### src/rtl/rxv_pkg.sv
// Package: shared types for the receive data-valid selector.
// Assumes: the three link-quality flags are packed as {lock, dq, rssi}.
package rxv_pkg;

    typedef enum logic [1:0] {
        MODE_ALWAYS  = 2'b00,
        MODE_ANY     = 2'b01,
        MODE_LOCKED  = 2'b10,
        MODE_QUALITY = 2'b11
    } rxv_mode_e;

    localparam int NUM_FLAGS = 3;
    localparam int IDX_RSSI  = 0;
    localparam int IDX_DQ    = 1;
    localparam int IDX_LOCK  = 2;

endpackage

### src/rtl/rxv_sync.sv
// Module: multi-stage synchronizer for a vector of independent async bits.
// Assumes: every bit is a slow level; bits are not coherent with each other.
module rxv_sync #(
    parameter int WIDTH  = 3,
    parameter int STAGES = 2
) (
    input  logic             clk,
    input  logic             rst_n,
    input  logic [WIDTH-1:0] async_i,
    output logic [WIDTH-1:0] sync_o
);

    logic [WIDTH-1:0] stage_q [STAGES];

    // Shift the asynchronous levels through the flop chain.
    always_ff @(posedge clk) begin
        if (!rst_n) begin
            for (int i = 0; i < STAGES; i++) stage_q[i] <= '0;
        end else begin
            stage_q[0] <= async_i;
            for (int i = 1; i < STAGES; i++) stage_q[i] <= stage_q[i-1];
        end
    end

    assign sync_o = stage_q[STAGES-1];

endmodule

### src/rtl/rxv_deglitch.sv
// Module: per-bit persistence filter. A bit takes a new level only after the
// input has differed from the held level for LEN consecutive cycles.
// Assumes: inputs are already synchronous. LEN = 0 gives a plain wire.
module rxv_deglitch #(
    parameter int WIDTH = 3,
    parameter int LEN   = 0
) (
    input  logic             clk,
    input  logic             rst_n,
    input  logic [WIDTH-1:0] d_i,
    output logic [WIDTH-1:0] q_o
);

    if (LEN == 0) begin : g_bypass
        assign q_o = d_i;
    end else begin : g_filter
        localparam int CW = $clog2(LEN + 1);
        for (genvar b = 0; b < WIDTH; b++) begin : g_bit
            logic [CW-1:0] cnt_q;
            logic          hold_q;

            // Count cycles of disagreement and accept the level at LEN.
            always_ff @(posedge clk) begin
                if (!rst_n) begin
                    cnt_q  <= '0;
                    hold_q <= 1'b0;
                end else if (d_i[b] == hold_q) begin
                    cnt_q  <= '0;
                end else if (cnt_q == CW'(LEN - 1)) begin
                    cnt_q  <= '0;
                    hold_q <= d_i[b];
                end else begin
                    cnt_q  <= cnt_q + 1'b1;
                end
            end

            assign q_o[b] = hold_q;
        end
    end

endmodule

### src/rtl/rxv_combine.sv
// Module: combinational policy that merges the three flags under a mode.
// Assumes: flags are synchronous and packed {lock, dq, rssi}.
module rxv_combine
    import rxv_pkg::*;
(
    input  rxv_mode_e              mode_i,
    input  logic [NUM_FLAGS-1:0]   flags_i,
    output logic                   valid_o
);

    logic rssi, dq, lock;
    assign rssi = flags_i[IDX_RSSI];
    assign dq   = flags_i[IDX_DQ];
    assign lock = flags_i[IDX_LOCK];

    // Select the combining policy for the active mode.
    always_comb begin
        unique case (mode_i)
            MODE_ALWAYS:  valid_o = 1'b1;
            MODE_ANY:     valid_o = rssi | dq | lock;
            MODE_LOCKED:  valid_o = lock & (rssi | dq);
            MODE_QUALITY: valid_o = dq;
            default:      valid_o = 1'b1;
        endcase
    end

endmodule

### src/rtl/rxv_valid_sel.sv
// Module: top of the receive data-valid selector. Synchronizes and optionally
// filters three link-quality flags, registers the mode, and registers the
// combined valid output. It also presents a status word.
// Assumes: mode_i is synchronous to clk; the flags are asynchronous.
module rxv_valid_sel
    import rxv_pkg::*;
#(
    parameter int SYNC_STAGES = 2,
    parameter int FILT_LEN    = 0
) (
    input  logic       clk,
    input  logic       rst_n,
    input  logic [1:0] mode_i,
    input  logic       rssi_i,
    input  logic       dq_i,
    input  logic       lock_i,
    output logic       valid_o,
    output logic [3:0] status_o
);

    logic [NUM_FLAGS-1:0] raw_flags;
    logic [NUM_FLAGS-1:0] lvl_s;
    logic [NUM_FLAGS-1:0] lvl_f;
    rxv_mode_e            mode_q;
    logic                 valid_d;

    assign raw_flags = {lock_i, dq_i, rssi_i};

    rxv_sync #(.WIDTH(NUM_FLAGS), .STAGES(SYNC_STAGES)) u_sync (
        .clk     (clk),
        .rst_n   (rst_n),
        .async_i (raw_flags),
        .sync_o  (lvl_s)
    );

    rxv_deglitch #(.WIDTH(NUM_FLAGS), .LEN(FILT_LEN)) u_filt (
        .clk   (clk),
        .rst_n (rst_n),
        .d_i   (lvl_s),
        .q_o   (lvl_f)
    );

    // Register the mode field; reset selects the always-valid mode.
    always_ff @(posedge clk) begin
        if (!rst_n) mode_q <= MODE_ALWAYS;
        else        mode_q <= rxv_mode_e'(mode_i);
    end

    rxv_combine u_comb (
        .mode_i  (mode_q),
        .flags_i (lvl_f),
        .valid_o (valid_d)
    );

    // Register the combined indicator; reset forces it low.
    always_ff @(posedge clk) begin
        if (!rst_n) valid_o <= 1'b0;
        else        valid_o <= valid_d;
    end

    assign status_o = {valid_o, lvl_f};

endmodule

### config.mk
export PLATFORM = sky130hd
export DESIGN_NAME = rxv_valid_sel
export DESIGN_NICKNAME = d
export VERILOG_FILES = /design/src/rtl/rxv_pkg.sv /design/src/rtl/rxv_sync.sv /design/src/rtl/rxv_deglitch.sv /design/src/rtl/rxv_combine.sv /design/src/rtl/rxv_valid_sel.sv
export SDC_FILE = /design/constraint.sdc
export NUM_CORES = 1
export LEC_CHECK = 0
export CELL_PAD_IN_SITES_DETAIL_PLACEMENT = 1
export CELL_PAD_IN_SITES_GLOBAL_PLACEMENT = 1
export CORE_AREA = 2 2 39 41
export DETAILED_ROUTE_END_ITERATION = 8
export DIE_AREA = 0 0 41 43
export PLACE_DENSITY_LB_ADDON = 0.05
export SLEW_MARGIN = 5
export SYNTH_ARGS = -nofsm -noshare
export SYNTH_HDL_FRONTEND = slang
export SYNTH_SLANG_ARGS = --single-unit
### constraint.sdc
create_clock -name clk -period 0.9 [get_ports clk]
set_input_delay 0.225 -clock clk [delete_from_list [all_inputs] [get_ports clk]]
set_output_delay 0.225 -clock clk [all_outputs]
set_load 0.02 [all_outputs]
Yosys cells after proc, flatten, opt, wreduce, memory -nomap -nowiden
Memory sizes are Yosys's and may differ from the RTL's.
Index checks and enable logic that the tools add are counted.
Widths: inputs -> output; s select.
{ "word_totals": {"reg_bits": 3, "wordCells": 17, "n_memories": 1, "output_inout_bits": 5, "in_bits": 7, "mem_bits_rw": 6} }
{ "classes": {"bitwise": 5, "mux": 5, "n_eq_ne": 3, "n_reduce_logical": 1} }
{ "mem_list": {"columns": ["name", "words", "word_bits", "rd", "rd_clocked_by_memory_dff", "wr", "line_no", "rtl"], "rows": [
  ["u_sync.stage_q", 2, 3, 2, 0, 2, "rxv_sync.sv:13", "logic [WIDTH-1:0] stage_q [STAGES];"]
]} }
{ "ops": {"columns": ["operator", "count"], "rows": [
  ["$mux 3", 2],
  ["$eq 2x2->1 const B", 2],
  ["$or 1x1->1", 4],
  ["$pmux 1 s4", 1],
  ["$eq 2x1->1 const B", 1],
  ["$logic_not 2->1", 1],
  ["$mux 1", 2],
  ["$and 1x1->1", 1]
]} }

Depth between registers and ports, before layout
{ "logic_depth": {"ltp_word": 3, "ltp_mapped": 3, "depth_no_buf": 3} }

Modules after synthesis
Synthesis repeated with hierarchy kept, for this count alone.
{ "hier_totals": {"hier_cells": 31, "area_unflattened_um2": 321.6} }
{ "by_module_without_submodules": {"columns": ["module", "seq_area_each_um2", "n_inst", "area_per_inst_um2", "cells_each"], "rows": [
  ["rxv_sync", 120.1, 1, 180.2, 15],
  ["rxv_valid_sel", 60.1, 1, 86.3, 7],
  ["rxv_combine", 0.0, 1, 32.5, 6],
  ["rxv_deglitch", 0.0, 1, 22.5, 3]
]} }

Worst setup path after synthesis
Ideal clock, no wire load.
{ "synth_timing": {"path_kind": "reg2reg", "from": "reg mode_q[0]", "to": "reg valid_o", "path_buffers": 0, "setup_time_ns": 0.119, "arrival_ns": 0.786, "setup_slack_ns": -0.005, "synth_period_minus_slack_ns": 0.905, "required_time_ns": 0.781, "path_stages_with_launch": 4, "cell_sequence": "dfxtp_1 nor3b_1 a211oi_1 o221a_2"} }
{ "synth_between": {"elab_chain_len": 2, "word_cells_on_any_way": 5, "classes_between": "3 x eq/ne; 1 x mux; 1 x reduce/logical"} }
{ "synth_rtl": {"columns": ["element", "line_no", "rtl"], "rows": [
  ["start: declaration", "rxv_valid_sel.sv:24", "rxv_mode_e mode_q;"],
  ["start signal: assignment", "rxv_valid_sel.sv:46", "else mode_q <= rxv_mode_e'(mode_i);"],
  ["$eq 2x2->1, or another cell as far along", "rxv_combine.sv:18", "unique case (mode_i)"],
  ["$pmux 1 s4 *", "rxv_combine.sv:18", null],
  ["end signal: assignment", "rxv_valid_sel.sv:58", "else valid_o <= valid_d;"],
  ["end: declaration", "rxv_valid_sel.sv:17", "output logic valid_o,"]
]} }
Mark *: on every way between the ends. The rest lies on a longest branch, timed or not.
A chain may end at the register's enable or synchronous reset.

==> results.txt <==
CTS sink count: 9
Yosys warning count: 0
Worst-Skew Late Latency: 0.25 ns
Placement Setup Slack: -0.2362 ns
share of layout cells above drive strength 1: 41.03%
M1 GR Usage: 9.446%
final WL: 439 um
R2R Path End: valid_o$_SDFF_PN0_
Die Height: 43 um
top cells by area, synth: dfxtp_1 (60%), and2_1 (17%), buf_4 (10%)
Core ar.: 0.001384 mm2
Reg2Reg Setup Slack: -0.14 ns
WP data required: 1.04 ns
global-route wire length before repair: 841 um
Hold Path Stages: 1
crit end category: flip-flop
largest area contributor in the netlist: dfxtp_1
final period utilization: 115.3%
CP startpoint kind: flip-flop
Seq/Total Area, Yosys: 60.00%
antenna violations before repair: 0
total congestion overflow: 0
DR iter-0 viols: 0
power per standard cell area: 1766 mW/mm2
DR WL/cell: 7.982 um
Mapped Nets: 33
GR peak layer: met1
outcome: finished with violations
total power: 839.6 uW
I/O Buffers: 11
Post-CTS Setup Inserts: 0
CTS Buf Count: 3
GRT Total Usage: 7.964%
FP Rows: 14
RSZ-0062 raised after global routing: yes
worst-path maximum fanout: 2
Syn Inst Count: 26
Slew HR: 84.96%
RD Place Congestion: 0.5230
setup violators final: 6
# diodes: 0
via count: 208
final setup margin: -0.1381 ns
Clock transition at path regs: 0.06 ns
WHS Endpoint: u_sync.stage_q[0][3]$_SDFF_PN0_
Peak VDD IR: 738.5 uV
start of the worst register-to-register path: u_sync.stage_q[0][3]$_SDFF_PN0_
top-area cell type share of the netlist area: 60.00%
area delta synth->final: 58.33%
Nets: 47
CTS tree: done
Final Instance Count excl. Fillers: 55
Ports: 12
Synth Cell Area: 300.3 um2
min cycle time layout: 1.038 ns
Hold-fix buffers, CTS: 0
met3 usage: 4.712%
post-CTS sizing: 31
Avg Inst Size Synth: 11.55 um2
die area: 0.001763 mm2
DRT Pass-1 Iters: 1
TNS Setup: -0.3281 ns
crit path DAT: 1.18 ns
DP Cell Count: 51
max-slew violation count: 0
Hold Path Class: flip-flop to flip-flop
DRC: 0
Worst R2R Path Depth: 4
antenna-violating nets left: 0
min-delay src: u_sync.stage_q[0][0]$_SDFF_PN0_
largest net degree at the start of global routing: 10
max-cap viol count: 0
# fillers: 150
Starting Density: 21.70%
Clock Path Buffers: 2
Die X: 41 um
synth unique cells: 8
Vias per Instance: 3.782
WS Path Type: flip-flop to flip-flop
Least-Margin Pin Slew: 0.2248 ns
synthesized flop and latch total: 9
Final Hold Vio Count: 0
H-tree levels: 1
GR met2 Demand/Resource: 9.063%
Root Driver: clkbuf_4
failing checks: negative setup slack
Leakage: 0.1958 nW
Max Clk Rate: 963.3 MHz
Setup Skew: 0.002367 ns
vias in the first global route: 210
metal layers:
metal / part of all wire (%) / wire length [um]
met1: 41 / 180
met2: 46 / 201
met3: 13 / 57
met4: 0 / 0
met5: 0 / 0
cells by family after synthesis:
family,share of synthesized area (%)
flip-flops,60.00
AO/OA/AOI/OAI,6.251
buffers and inverters,10.00
AND/OR/NAND/NOR,23.75
cells in the final DEF, fill, tap and decap left out, drive strengths merged:
cell type,count
a211oi,1
and2,8
buf,7
clkbuf,4
clkdlybuf4s50,6
dfxtp,9
nor2b,1
nor3b,1
o221a,1
or2b,1
worst max-delay path by stage:
stage / to / startpoint / slack [ns]
global placement: status_o[2] / u_sync.stage_q[0][5]$_SDFF_PN0_ / -0.23
global route: valid_o$_SDFF_PN0_ / u_sync.stage_q[0][5]$_SDFF_PN0_ / -0.17
detailed placement: status_o[1] / u_sync.stage_q[0][4]$_SDFF_PN0_ / -0.24
finish: valid_o$_SDFF_PN0_ / u_sync.stage_q[0][3]$_SDFF_PN0_ / -0.14
CTS: valid_o$_SDFF_PN0_ / u_sync.stage_q[0][3]$_SDFF_PN0_ / -0.14
floorplan: valid_o$_SDFF_PN0_ / u_sync.stage_q[0][3]$_SDFF_PN0_ / 0.01
stage by stage:
stage	util [%]	hold WS, ns	area [um2]
5_1_grt	34.36	0.4550	475.5
6_report	34.36	0.4336	475.5
4_1_cts	32.91	0.4387	455.4
3_3_place_gp	30.38	0.4157	420.4
3_5_place_dp	30.38	0.4244	420.4
2_1_floorplan	-	0.3467	305.3
cells in the mapped netlist:
| cell | n |
|---|---|
| nor3b_1 | 1 |
| and2_1 | 8 |
| or2b_1 | 1 |
| dfxtp_1 | 9 |
| buf_4 | 4 |
| o221a_2 | 1 |
| a211oi_1 | 1 |
| nor2b_1 | 1 |
registers in the layout, summed over array words and instances (netlist names):
| register | cells |
|---|---|
| mode_q | 2 |
| valid_o | 1 |
| u_sync.stage_q | 6 |
power breakdown:
| group | switching [mW] | internal, mW |
|---|---|---|
| Clock | 0.124 | 0.170 |
| Sequential | 0.0121 | 0.421 |
| Combinational | 0.0387 | 0.0742 |
area by class of cell:
type	instances	area [um2]	share of cell area [%]
Timing Repair Buffer	13	138.9	29.21
Multi-Input combinational cell	13	106.4	22.37
Sequential cell	9	183.9	38.68
Clock buffer	4	26.28	5.526
Tap cell	16	20.02	4.211
worst max-delay path, cell delays in order (launching register included):
cell and delay, ns:
dfxtp_2 0.32, buf_6 0.11, nor3b_4 0.18, a211oi_2 0.05, o221a_2 0.27
No activity file was read; power rests on OpenSTA's default activity.
